[src/rtl/spi_cfg_pkg.sv]
package spi_cfg_pkg;
  localparam int unsigned INSTR_W = 16;
  localparam int unsigned BYTE_W  = 8;

  localparam int unsigned ADDR_CFG   = 0;
  localparam int unsigned ADDR_RBSEL = 4;
  localparam int unsigned ADDR_TAGLO = 5;
  localparam int unsigned ADDR_TAGHI = 6;

  localparam int unsigned CFG_PIN_BIT  = 7;
  localparam int unsigned CFG_ORD_BIT  = 6;
  localparam int unsigned CFG_SRST_BIT = 5;
  localparam int unsigned RBSEL_BIT    = 0;

  typedef enum logic [1:0] {
    PH_INSTR = 2'd0,
    PH_DATA  = 2'd1,
    PH_DONE  = 2'd2
  } phase_e;

  function automatic logic [BYTE_W-1:0] rev_byte(input logic [BYTE_W-1:0] v);
    logic [BYTE_W-1:0] r;
    for (int i = 0; i < BYTE_W; i++) r[i] = v[BYTE_W-1-i];
    return r;
  endfunction

  function automatic logic [INSTR_W-1:0] rev_word(input logic [INSTR_W-1:0] v);
    logic [INSTR_W-1:0] r;
    for (int i = 0; i < INSTR_W; i++) r[i] = v[INSTR_W-1-i];
    return r;
  endfunction
endpackage

[src/rtl/spi_cfg_sync.sv]
module spi_cfg_sync #(
  parameter int unsigned STAGES  = 2,
  parameter logic        RST_VAL = 1'b0
) (
  input  logic clk_i,
  input  logic rst_ni,
  input  logic d_i,
  output logic q_o
);
  logic [STAGES-1:0] ff_q;

  generate
    if (STAGES == 1) begin : g_one
      always_ff @(posedge clk_i or negedge rst_ni) begin
        if (!rst_ni) ff_q <= RST_VAL;
        else         ff_q <= d_i;
      end
    end else begin : g_chain
      always_ff @(posedge clk_i or negedge rst_ni) begin
        if (!rst_ni) ff_q <= {STAGES{RST_VAL}};
        else         ff_q <= {ff_q[STAGES-2:0], d_i};
      end
    end
  endgenerate

  assign q_o = ff_q[STAGES-1];
endmodule

[src/rtl/spi_cfg_engine.sv]
module spi_cfg_engine
  import spi_cfg_pkg::*;
#(
  parameter int unsigned ADDR_W = 13
) (
  input  logic              clk_i,
  input  logic              rst_ni,
  input  logic              sclk_s_i,
  input  logic              cs_s_i,
  input  logic              sdi_s_i,
  input  logic              cfg_lsb_i,
  input  logic              cfg_pin_i,
  input  logic [BYTE_W-1:0] rd_data_i,
  output logic [ADDR_W-1:0] rd_addr_o,
  output logic              wr_en_o,
  output logic [ADDR_W-1:0] wr_addr_o,
  output logic [BYTE_W-1:0] wr_data_o,
  output logic              out_o,
  output logic              fall_o,
  output logic              sdio_oe_o,
  output logic              sdo_oe_o
);
  localparam int unsigned CNT_W = $clog2(INSTR_W);
  localparam int unsigned BIT_W = $clog2(BYTE_W);

  logic              sclk_d, cs_d;
  logic              rise, fall, cs_fall;
  phase_e            phase_q;
  logic [CNT_W-1:0]  cnt_q;
  logic [INSTR_W-2:0] sh_q;
  logic              lsb_q, pin_q, rd_q, stream_q;
  logic [1:0]        remain_q;
  logic [ADDR_W-1:0] addr_q;
  logic              out_q, oe_q;
  logic [INSTR_W-1:0] word_raw, word;
  logic [BYTE_W-1:0] byte_raw, byte_val;
  logic [BIT_W-1:0]  bit_idx;

  assign rise    = sclk_s_i & ~sclk_d & ~cs_s_i;
  assign fall    = ~sclk_s_i & sclk_d & ~cs_s_i;
  assign cs_fall = ~cs_s_i & cs_d;

  assign word_raw = {sh_q, sdi_s_i};
  assign word     = lsb_q ? rev_word(word_raw) : word_raw;
  assign byte_raw = {sh_q[BYTE_W-2:0], sdi_s_i};
  assign byte_val = lsb_q ? rev_byte(byte_raw) : byte_raw;
  assign bit_idx  = lsb_q ? cnt_q[BIT_W-1:0] : BIT_W'(BYTE_W-1) - cnt_q[BIT_W-1:0];

  always_ff @(posedge clk_i or negedge rst_ni) begin
    if (!rst_ni) begin
      sclk_d    <= 1'b0;
      cs_d      <= 1'b1;
      phase_q   <= PH_INSTR;
      cnt_q     <= '0;
      sh_q      <= '0;
      lsb_q     <= 1'b0;
      pin_q     <= 1'b0;
      rd_q      <= 1'b0;
      stream_q  <= 1'b0;
      remain_q  <= '0;
      addr_q    <= '0;
      out_q     <= 1'b0;
      oe_q      <= 1'b0;
      wr_en_o   <= 1'b0;
      wr_addr_o <= '0;
      wr_data_o <= '0;
    end else begin
      sclk_d  <= sclk_s_i;
      cs_d    <= cs_s_i;
      wr_en_o <= 1'b0;
      if (cs_s_i) begin
        phase_q <= PH_INSTR;
        cnt_q   <= '0;
        oe_q    <= 1'b0;
      end else if (cs_fall) begin
        // mode is frozen for the whole transaction
        lsb_q   <= cfg_lsb_i;
        pin_q   <= cfg_pin_i;
        phase_q <= PH_INSTR;
        cnt_q   <= '0;
      end else if (rise) begin
        sh_q <= word_raw[INSTR_W-2:0];
        unique case (phase_q)
          PH_INSTR: begin
            if (cnt_q == CNT_W'(INSTR_W-1)) begin
              rd_q     <= word[INSTR_W-1];
              remain_q <= word[INSTR_W-2 -: 2];
              stream_q <= &word[INSTR_W-2 -: 2];
              addr_q   <= word[ADDR_W-1:0];
              phase_q  <= PH_DATA;
              cnt_q    <= '0;
            end else begin
              cnt_q <= cnt_q + CNT_W'(1);
            end
          end
          PH_DATA: begin
            if (cnt_q[BIT_W-1:0] == BIT_W'(BYTE_W-1)) begin
              if (!rd_q) begin
                wr_en_o   <= 1'b1;
                wr_addr_o <= addr_q;
                wr_data_o <= byte_val;
              end
              addr_q <= lsb_q ? addr_q + ADDR_W'(1) : addr_q - ADDR_W'(1);
              cnt_q  <= '0;
              if (!stream_q) begin
                if (remain_q == 2'd0) phase_q <= PH_DONE;
                else                  remain_q <= remain_q - 2'd1;
              end
            end else begin
              cnt_q <= cnt_q + CNT_W'(1);
            end
          end
          default: ;
        endcase
      end else if (fall) begin
        if (phase_q == PH_DATA && rd_q) begin
          out_q <= rd_data_i[bit_idx];
          oe_q  <= 1'b1;
        end else begin
          oe_q  <= 1'b0;
        end
      end
    end
  end

  assign rd_addr_o = addr_q;
  assign out_o     = out_q;
  assign fall_o    = fall;
  assign sdio_oe_o = oe_q & ~pin_q;
  assign sdo_oe_o  = oe_q & pin_q;
endmodule

[src/rtl/spi_cfg_regs.sv]
module spi_cfg_regs
  import spi_cfg_pkg::*;
#(
  parameter int unsigned ADDR_W   = 13,
  parameter int unsigned NUM_BUF  = 4,
  parameter int unsigned BUF_BASE = 16
) (
  input  logic                     clk_i,
  input  logic                     rst_ni,
  input  logic                     wr_en_i,
  input  logic [ADDR_W-1:0]        wr_addr_i,
  input  logic [BYTE_W-1:0]        wr_data_i,
  input  logic [ADDR_W-1:0]        rd_addr_i,
  output logic [BYTE_W-1:0]        rd_data_o,
  input  logic                     io_update_i,
  output logic                     cfg_lsb_o,
  output logic                     cfg_pin_o,
  output logic                     soft_rst_o,
  output logic [BYTE_W*NUM_BUF-1:0] active_o
);
  logic              pin_q, lsb_q, rbsel_q;
  logic [BYTE_W-1:0] tag_lo_q, tag_hi_q;
  logic [BYTE_W-1:0] stage_q [NUM_BUF];
  logic [BYTE_W-1:0] act_q   [NUM_BUF];
  logic              hit_cfg, hit_rb, hit_lo, hit_hi;

  assign hit_cfg    = wr_en_i && (wr_addr_i == ADDR_W'(ADDR_CFG));
  assign hit_rb     = wr_en_i && (wr_addr_i == ADDR_W'(ADDR_RBSEL));
  assign hit_lo     = wr_en_i && (wr_addr_i == ADDR_W'(ADDR_TAGLO));
  assign hit_hi     = wr_en_i && (wr_addr_i == ADDR_W'(ADDR_TAGHI));
  assign soft_rst_o = hit_cfg && wr_data_i[CFG_SRST_BIT];

  always_ff @(posedge clk_i or negedge rst_ni) begin
    if (!rst_ni) begin
      pin_q    <= 1'b0;
      lsb_q    <= 1'b0;
      rbsel_q  <= 1'b0;
      tag_lo_q <= '0;
      tag_hi_q <= '0;
    end else if (soft_rst_o) begin
      pin_q    <= 1'b0;
      lsb_q    <= 1'b0;
      rbsel_q  <= 1'b0;
      tag_lo_q <= '0;
      tag_hi_q <= '0;
    end else begin
      if (hit_cfg) begin
        pin_q <= wr_data_i[CFG_PIN_BIT];
        lsb_q <= wr_data_i[CFG_ORD_BIT];
      end
      if (hit_rb) rbsel_q  <= wr_data_i[RBSEL_BIT];
      if (hit_lo) tag_lo_q <= wr_data_i;
      if (hit_hi) tag_hi_q <= wr_data_i;
    end
  end

  generate
    for (genvar i = 0; i < NUM_BUF; i++) begin : g_buf
      logic hit_stage;
      assign hit_stage = wr_en_i && (wr_addr_i == ADDR_W'(BUF_BASE + i));
      always_ff @(posedge clk_i or negedge rst_ni) begin
        if (!rst_ni) begin
          stage_q[i] <= '0;
          act_q[i]   <= '0;
        end else if (soft_rst_o) begin
          stage_q[i] <= '0;
          act_q[i]   <= '0;
        end else begin
          if (hit_stage)   stage_q[i] <= wr_data_i;
          if (io_update_i) act_q[i]   <= stage_q[i];
        end
      end
      assign active_o[BYTE_W*i +: BYTE_W] = act_q[i];
    end
  endgenerate

  always_comb begin
    rd_data_o = '0;
    if (rd_addr_i == ADDR_W'(ADDR_CFG))
      rd_data_o = {pin_q, lsb_q, 4'b0000, lsb_q, pin_q};
    else if (rd_addr_i == ADDR_W'(ADDR_RBSEL))
      rd_data_o = {{(BYTE_W-1){1'b0}}, rbsel_q};
    else if (rd_addr_i == ADDR_W'(ADDR_TAGLO))
      rd_data_o = tag_lo_q;
    else if (rd_addr_i == ADDR_W'(ADDR_TAGHI))
      rd_data_o = tag_hi_q;
    else
      for (int i = 0; i < NUM_BUF; i++)
        if (rd_addr_i == ADDR_W'(BUF_BASE + i))
          rd_data_o = rbsel_q ? stage_q[i] : act_q[i];
  end

  assign cfg_lsb_o = lsb_q;
  assign cfg_pin_o = pin_q;
endmodule

[src/rtl/spi_cfg_port.sv]
module spi_cfg_port
  import spi_cfg_pkg::*;
#(
  parameter int unsigned ADDR_W      = 13,
  parameter int unsigned NUM_BUF     = 4,
  parameter int unsigned BUF_BASE    = 16,
  parameter int unsigned SYNC_STAGES = 2
) (
  input  logic                      clk_i,
  input  logic                      rst_ni,
  input  logic                      sclk_i,
  input  logic                      cs_ni,
  input  logic                      sdio_i,
  output logic                      sdio_o,
  output logic                      sdio_oe_o,
  output logic                      sdo_o,
  output logic                      sdo_oe_o,
  input  logic                      io_update_i,
  output logic [BYTE_W*NUM_BUF-1:0] active_o
);
  logic              sclk_s, cs_s, sdi_s;
  logic              cfg_lsb, cfg_pin, soft_rst;
  logic              wr_en;
  logic [ADDR_W-1:0] wr_addr, rd_addr;
  logic [BYTE_W-1:0] wr_data, rd_data;
  logic              eng_out, eng_fall, eng_sdio_oe, eng_sdo_oe;

  spi_cfg_sync #(.STAGES(SYNC_STAGES), .RST_VAL(1'b0)) u_sync_sclk (
    .clk_i(clk_i), .rst_ni(rst_ni), .d_i(sclk_i), .q_o(sclk_s));
  spi_cfg_sync #(.STAGES(SYNC_STAGES), .RST_VAL(1'b1)) u_sync_cs (
    .clk_i(clk_i), .rst_ni(rst_ni), .d_i(cs_ni), .q_o(cs_s));
  spi_cfg_sync #(.STAGES(SYNC_STAGES), .RST_VAL(1'b0)) u_sync_sdi (
    .clk_i(clk_i), .rst_ni(rst_ni), .d_i(sdio_i), .q_o(sdi_s));

  spi_cfg_engine #(.ADDR_W(ADDR_W)) u_engine (
    .clk_i     (clk_i),
    .rst_ni    (rst_ni),
    .sclk_s_i  (sclk_s),
    .cs_s_i    (cs_s),
    .sdi_s_i   (sdi_s),
    .cfg_lsb_i (cfg_lsb),
    .cfg_pin_i (cfg_pin),
    .rd_data_i (rd_data),
    .rd_addr_o (rd_addr),
    .wr_en_o   (wr_en),
    .wr_addr_o (wr_addr),
    .wr_data_o (wr_data),
    .out_o     (eng_out),
    .fall_o    (eng_fall),
    .sdio_oe_o (eng_sdio_oe),
    .sdo_oe_o  (eng_sdo_oe)
  );

  spi_cfg_regs #(.ADDR_W(ADDR_W), .NUM_BUF(NUM_BUF), .BUF_BASE(BUF_BASE)) u_regs (
    .clk_i       (clk_i),
    .rst_ni      (rst_ni),
    .wr_en_i     (wr_en),
    .wr_addr_i   (wr_addr),
    .wr_data_i   (wr_data),
    .rd_addr_i   (rd_addr),
    .rd_data_o   (rd_data),
    .io_update_i (io_update_i),
    .cfg_lsb_o   (cfg_lsb),
    .cfg_pin_o   (cfg_pin),
    .soft_rst_o  (soft_rst),
    .active_o    (active_o)
  );

  // driver released at once on raw chip select, without sync delay
  assign sdio_o    = eng_out;
  assign sdo_o     = eng_out;
  assign sdio_oe_o = eng_sdio_oe & ~cs_ni;
  assign sdo_oe_o  = eng_sdo_oe & ~cs_ni;
endmodule

[config.mk]
export PLATFORM = sky130hd
export DESIGN_NAME = spi_cfg_port
export DESIGN_NICKNAME = d
export VERILOG_FILES = /design/src/rtl/spi_cfg_pkg.sv /design/src/rtl/spi_cfg_sync.sv /design/src/rtl/spi_cfg_engine.sv /design/src/rtl/spi_cfg_regs.sv /design/src/rtl/spi_cfg_port.sv
export SDC_FILE = /design/constraint.sdc
export NUM_CORES = 1
export LEC_CHECK = 0
export BUFFER_PORTS_ARGS = -buffer_cell sky130_fd_sc_hd__buf_2
export CAP_MARGIN = 25
export CORE_ASPECT_RATIO = 1.5
export CORE_MARGIN = 2
export CORE_UTILIZATION = 60
export CTS_CLUSTER_DIAMETER = 60
export DETAILED_ROUTE_END_ITERATION = 8
export GPL_ROUTABILITY_DRIVEN = 0
export HOLD_SLACK_MARGIN = 0.05
export PLACE_DENSITY = 0.89
export SLEW_MARGIN = 25
export SYNTH_ARGS = -nofsm -noshare
export SYNTH_HDL_FRONTEND = slang
export SYNTH_SLANG_ARGS = --single-unit
[constraint.sdc]
create_clock -name clk_i -period 8.9 [get_ports clk_i]
set_clock_uncertainty 0.2 [all_clocks]
set_input_delay 1.335 -clock clk_i [delete_from_list [all_inputs] [get_ports clk_i]]
set_output_delay 1.335 -clock clk_i [all_outputs]
set_load 0.01 [all_outputs]
==> qor.yml <==
sta:
  relSlewSlack_pct: 34.3
  grt_setup_unrepaired: "false"
  finalCriticalPeriod_ns: 3.56
  min_period_over_period_pct: 40.0
  final_max_slew_viol_count: 0
  setup_violations: 0
  worst_slew_pin_slew_ns: 0.986
  worst_hold_slack_ns: 0.149
  hold_viol: 0
  fmax_mhz: 281
  tns_ns: 0
global_routing:
  grt_pass1_wl_um: 33300
  grt_pass1_vias: 6448
  grt_use_total_pct: 29.5
  grt_overflow: 0
  antenna_found_initial: 0
  grt_max_degree: 83
place:
  portBuffers: 41
  post-dp-hpwl_um: 13300
run:
  drv_cap: 0
clock_tree:
  root_buffer: "clkbuf_16"
  cts_sinks: 155
  cts_hold_buf: 0
  insertion_delay_ns: 0.43
  postCtsSetupBuffers: 0
  clk_pin_slew_ns: 0.06
  clock_path_buffers: 2
  numCtsBuffers: 17
  cts_tree: "done"
  h-tree-depth: 4
  cts_resized: 0
setup_path:
  r2r-start: "u_engine.lsb_q"
  cp_common_cell: "o21ai_0"
  crit_fanout: 37
  cp-start-kind: "flip-flop"
  critPathKind: "reg -> reg"
  max_stage_delay_ns: 0.54
  endpoint_kind: "flip-flop"
  cpMaxStageDelayCell: "fa_1"
  arrival_ns: 3.67
  r2r_setup_slack_ns: 5.34
  critPathLaunch: "u_engine.lsb_q"
  crit_chain: "buf_4, inv_1, fa_1, a211oi_1, o21ai_0, a41oi_1, o21ai_0, xnor2_1, a2bb2oi_1, o22a_1"
  worstPathRequired_ns: 9.01
hold_path:
  worstHoldStart: "u_sync_sdi.ff_q[0]"
  min_path_type: "reg -> reg"
logic_synthesis:
  synth.yosys.seq_area_share_pct: 47.8
  synth_ff_type: "dfrtp_1"
  avgSynthCellArea_um2: 10.2
  synth-warning-count: 0
  synth_seq_cells: 155
  syn-cell-area_um2: 8130
  synth_nets: 817
  syn_inst: 796
  synthArstFlopShare_pct: 100
  yosysUniqueCellTypes: 76
  synth_edf_count: 0
cells_and_area:
  areaGrowthSynthToFinish_pct: 10.6
  drive_gt1_share_pct: 16.7
  fillers: 918
  final_core_util_pct: 67.4
  n_antenna_cell: 0
  nNetsFinal: 834
floorplan:
  die_h_um: 147
  row_count: 52
  die-area_um2: 14500
  initial_core_util_pct: 60.9
  fp.dieW_um: 99.0
  core_um2: 13300
  num_io_pins: 42
route:
  drc: 0
  totalWireLength_um: 20700
  drtIter0Drc: 597
  postRouteAntennaNets: 0
  vias_per_cell: 6.58
  avgRoutedWirePerCell_um: 20.9
  num_vias: 6504
  first_pass_iters: 7
run_status:
  outcome: "finished, final reports clean"
pwr:
  power.total_mw: 1.51
  leakagePower_nw: 4.43
  power.density_nw_per_um2: 168
  ir_worst_vdd_v: 0.000102
[final timing paths]
path                                           to  depth (start not counted)
max in group asynchronous      u_regs.stage_q[21]                          2
min in group asynchronous     u_engine.phase_q[1]                          1
min                            u_sync_sdi.ff_q[1]                          0
max                        u_engine.rd_addr_o[12]                         10
max reg2reg                u_engine.rd_addr_o[12]                         10
min reg2reg                    u_sync_sdi.ff_q[1]                          0
[metal layers]
| layer | vias to the layer above | track usage (%) | share of wire, % |
|---|---|---|---|
| li1 | 2857 | - | - |
| met1 | 3176 | 33.8 | 35 |
| met2 | 371 | 49.2 | 51 |
| met3 | 100 | 6.61 | 7.0 |
| met4 | 0 | 18.9 | 6.4 |
| met5 | - | 0 | 0 |
[cell families (layout without fill, tap and decap cells)]
family                   count (synthesis)  in the layout  share of synthesized area (%)
AND/OR/NAND/NOR                        301            301                           17.5
adder cells (fa/ha/maj)                 15             15                           2.40
buffers and inverters                   57             87                           3.06
flip-flops                             155            155                           47.8
AO/OA/AOI/OAI                          127            127                           9.73
multiplexers                           128            128                           18.0
XOR/XNOR                                13             13                           1.49
[synth_stat cells, drive strengths merged, types with 6 or more instances]
library cell / count / area, µm²
a21oi: 33 / 169
mux4: 12 / 270
dfrtp: 152 / 3800
nand3: 17 / 85.1
buf: 25 / 129
nor2: 109 / 417
nand2: 102 / 383
ha: 14 / 175
nor2b: 9 / 56.3
xnor2: 10 / 95.1
mux2i: 92 / 921
o21ai: 43 / 215
nor4: 8 / 77.6
a211oi: 11 / 82.6
clkbuf: 26 / 97.6
nor3: 12 / 71.3
mux2: 24 / 270
a21o: 6 / 46.3
[where the power goes]
group | internal, mW | switching, mW
Sequential | 0.712 | 0.0109
Combinational | 0.0160 | 0.0323
Clock | 0.427 | 0.314
Total | 1.16 | 0.357
[critical path, delay by kind of cell (launching register included)]
| kind | cells | cell delay (ns) |
|---|---|---|
| AOI/OAI and AO/OA | 6 | 1.37 |
| buffers and inverters | 2 | 0.82 |
| adders and majority gates | 1 | 0.54 |
| DFF | 1 | 0.35 |
| xor gates and xnor gates | 1 | 0.16 |
[registers in the layout, indices dropped and copies added, names as in the netlist, 2 cells and up]
| name | cells |
|---|---|
| u_regs.stage_q | 32 |
| u_regs.tag_lo_q | 8 |
| u_engine.rd_addr_o | 13 |
| u_regs.tag_hi_q | 8 |
| u_regs.active_o | 32 |
| u_engine.phase_q | 2 |
| u_sync_sdi.ff_q | 2 |
| u_sync_cs.ff_q | 2 |
| u_engine.cnt_q | 4 |
| u_engine.wr_addr_o | 13 |
| u_engine.sh_q | 15 |
| u_sync_sclk.ff_q | 2 |
| u_engine.remain_q | 2 |
| u_engine.wr_data_o | 8 |
[cell usage in the layout (no fill, tap or decap), types with 7 or more instances in the layout]
cell	synthesis	routed
dfrtp_1	152	152
nor2_1	106	106
nand2_1	102	102
mux2i_1	92	92
o21ai_0	42	42
buf_2	16	40
a21oi_1	32	32
mux2_2	24	24
clkbuf_16	0	17
nand3_1	17	16
ha_1	14	14
mux4_2	12	12
nor3_1	11	11
a211oi_1	11	11
nor2b_1	9	9
xnor2_1	9	9
buf_4	2	7
[final cells by class]
type                            count  area, µm²  area share, %
Clock buffer                       18        439           4.89
Clock inverter                     14        159           1.77
Inverter                            6       22.5          0.251
Multi-Input combinational cell    584       4000           44.6
Sequential cell                   155       3880           43.2
Tap cell                          162        203           2.26
Timing Repair Buffer               49        275           3.06
[per-stage QoR]
step / area, µm² / setup WS (ns) / instances
2_1_floorplan: 8130 / 5.71 / 796
3_3_place_gp: 8380 / 5.59 / 956
3_5_place_dp: 8380 / 5.44 / 956
4_1_cts: 8980 / 5.41 / 988
5_1_grt: 8980 / 5.11 / 988
6_report: 8980 / 5.34 / 988
(Power assumes the default switching activity.)
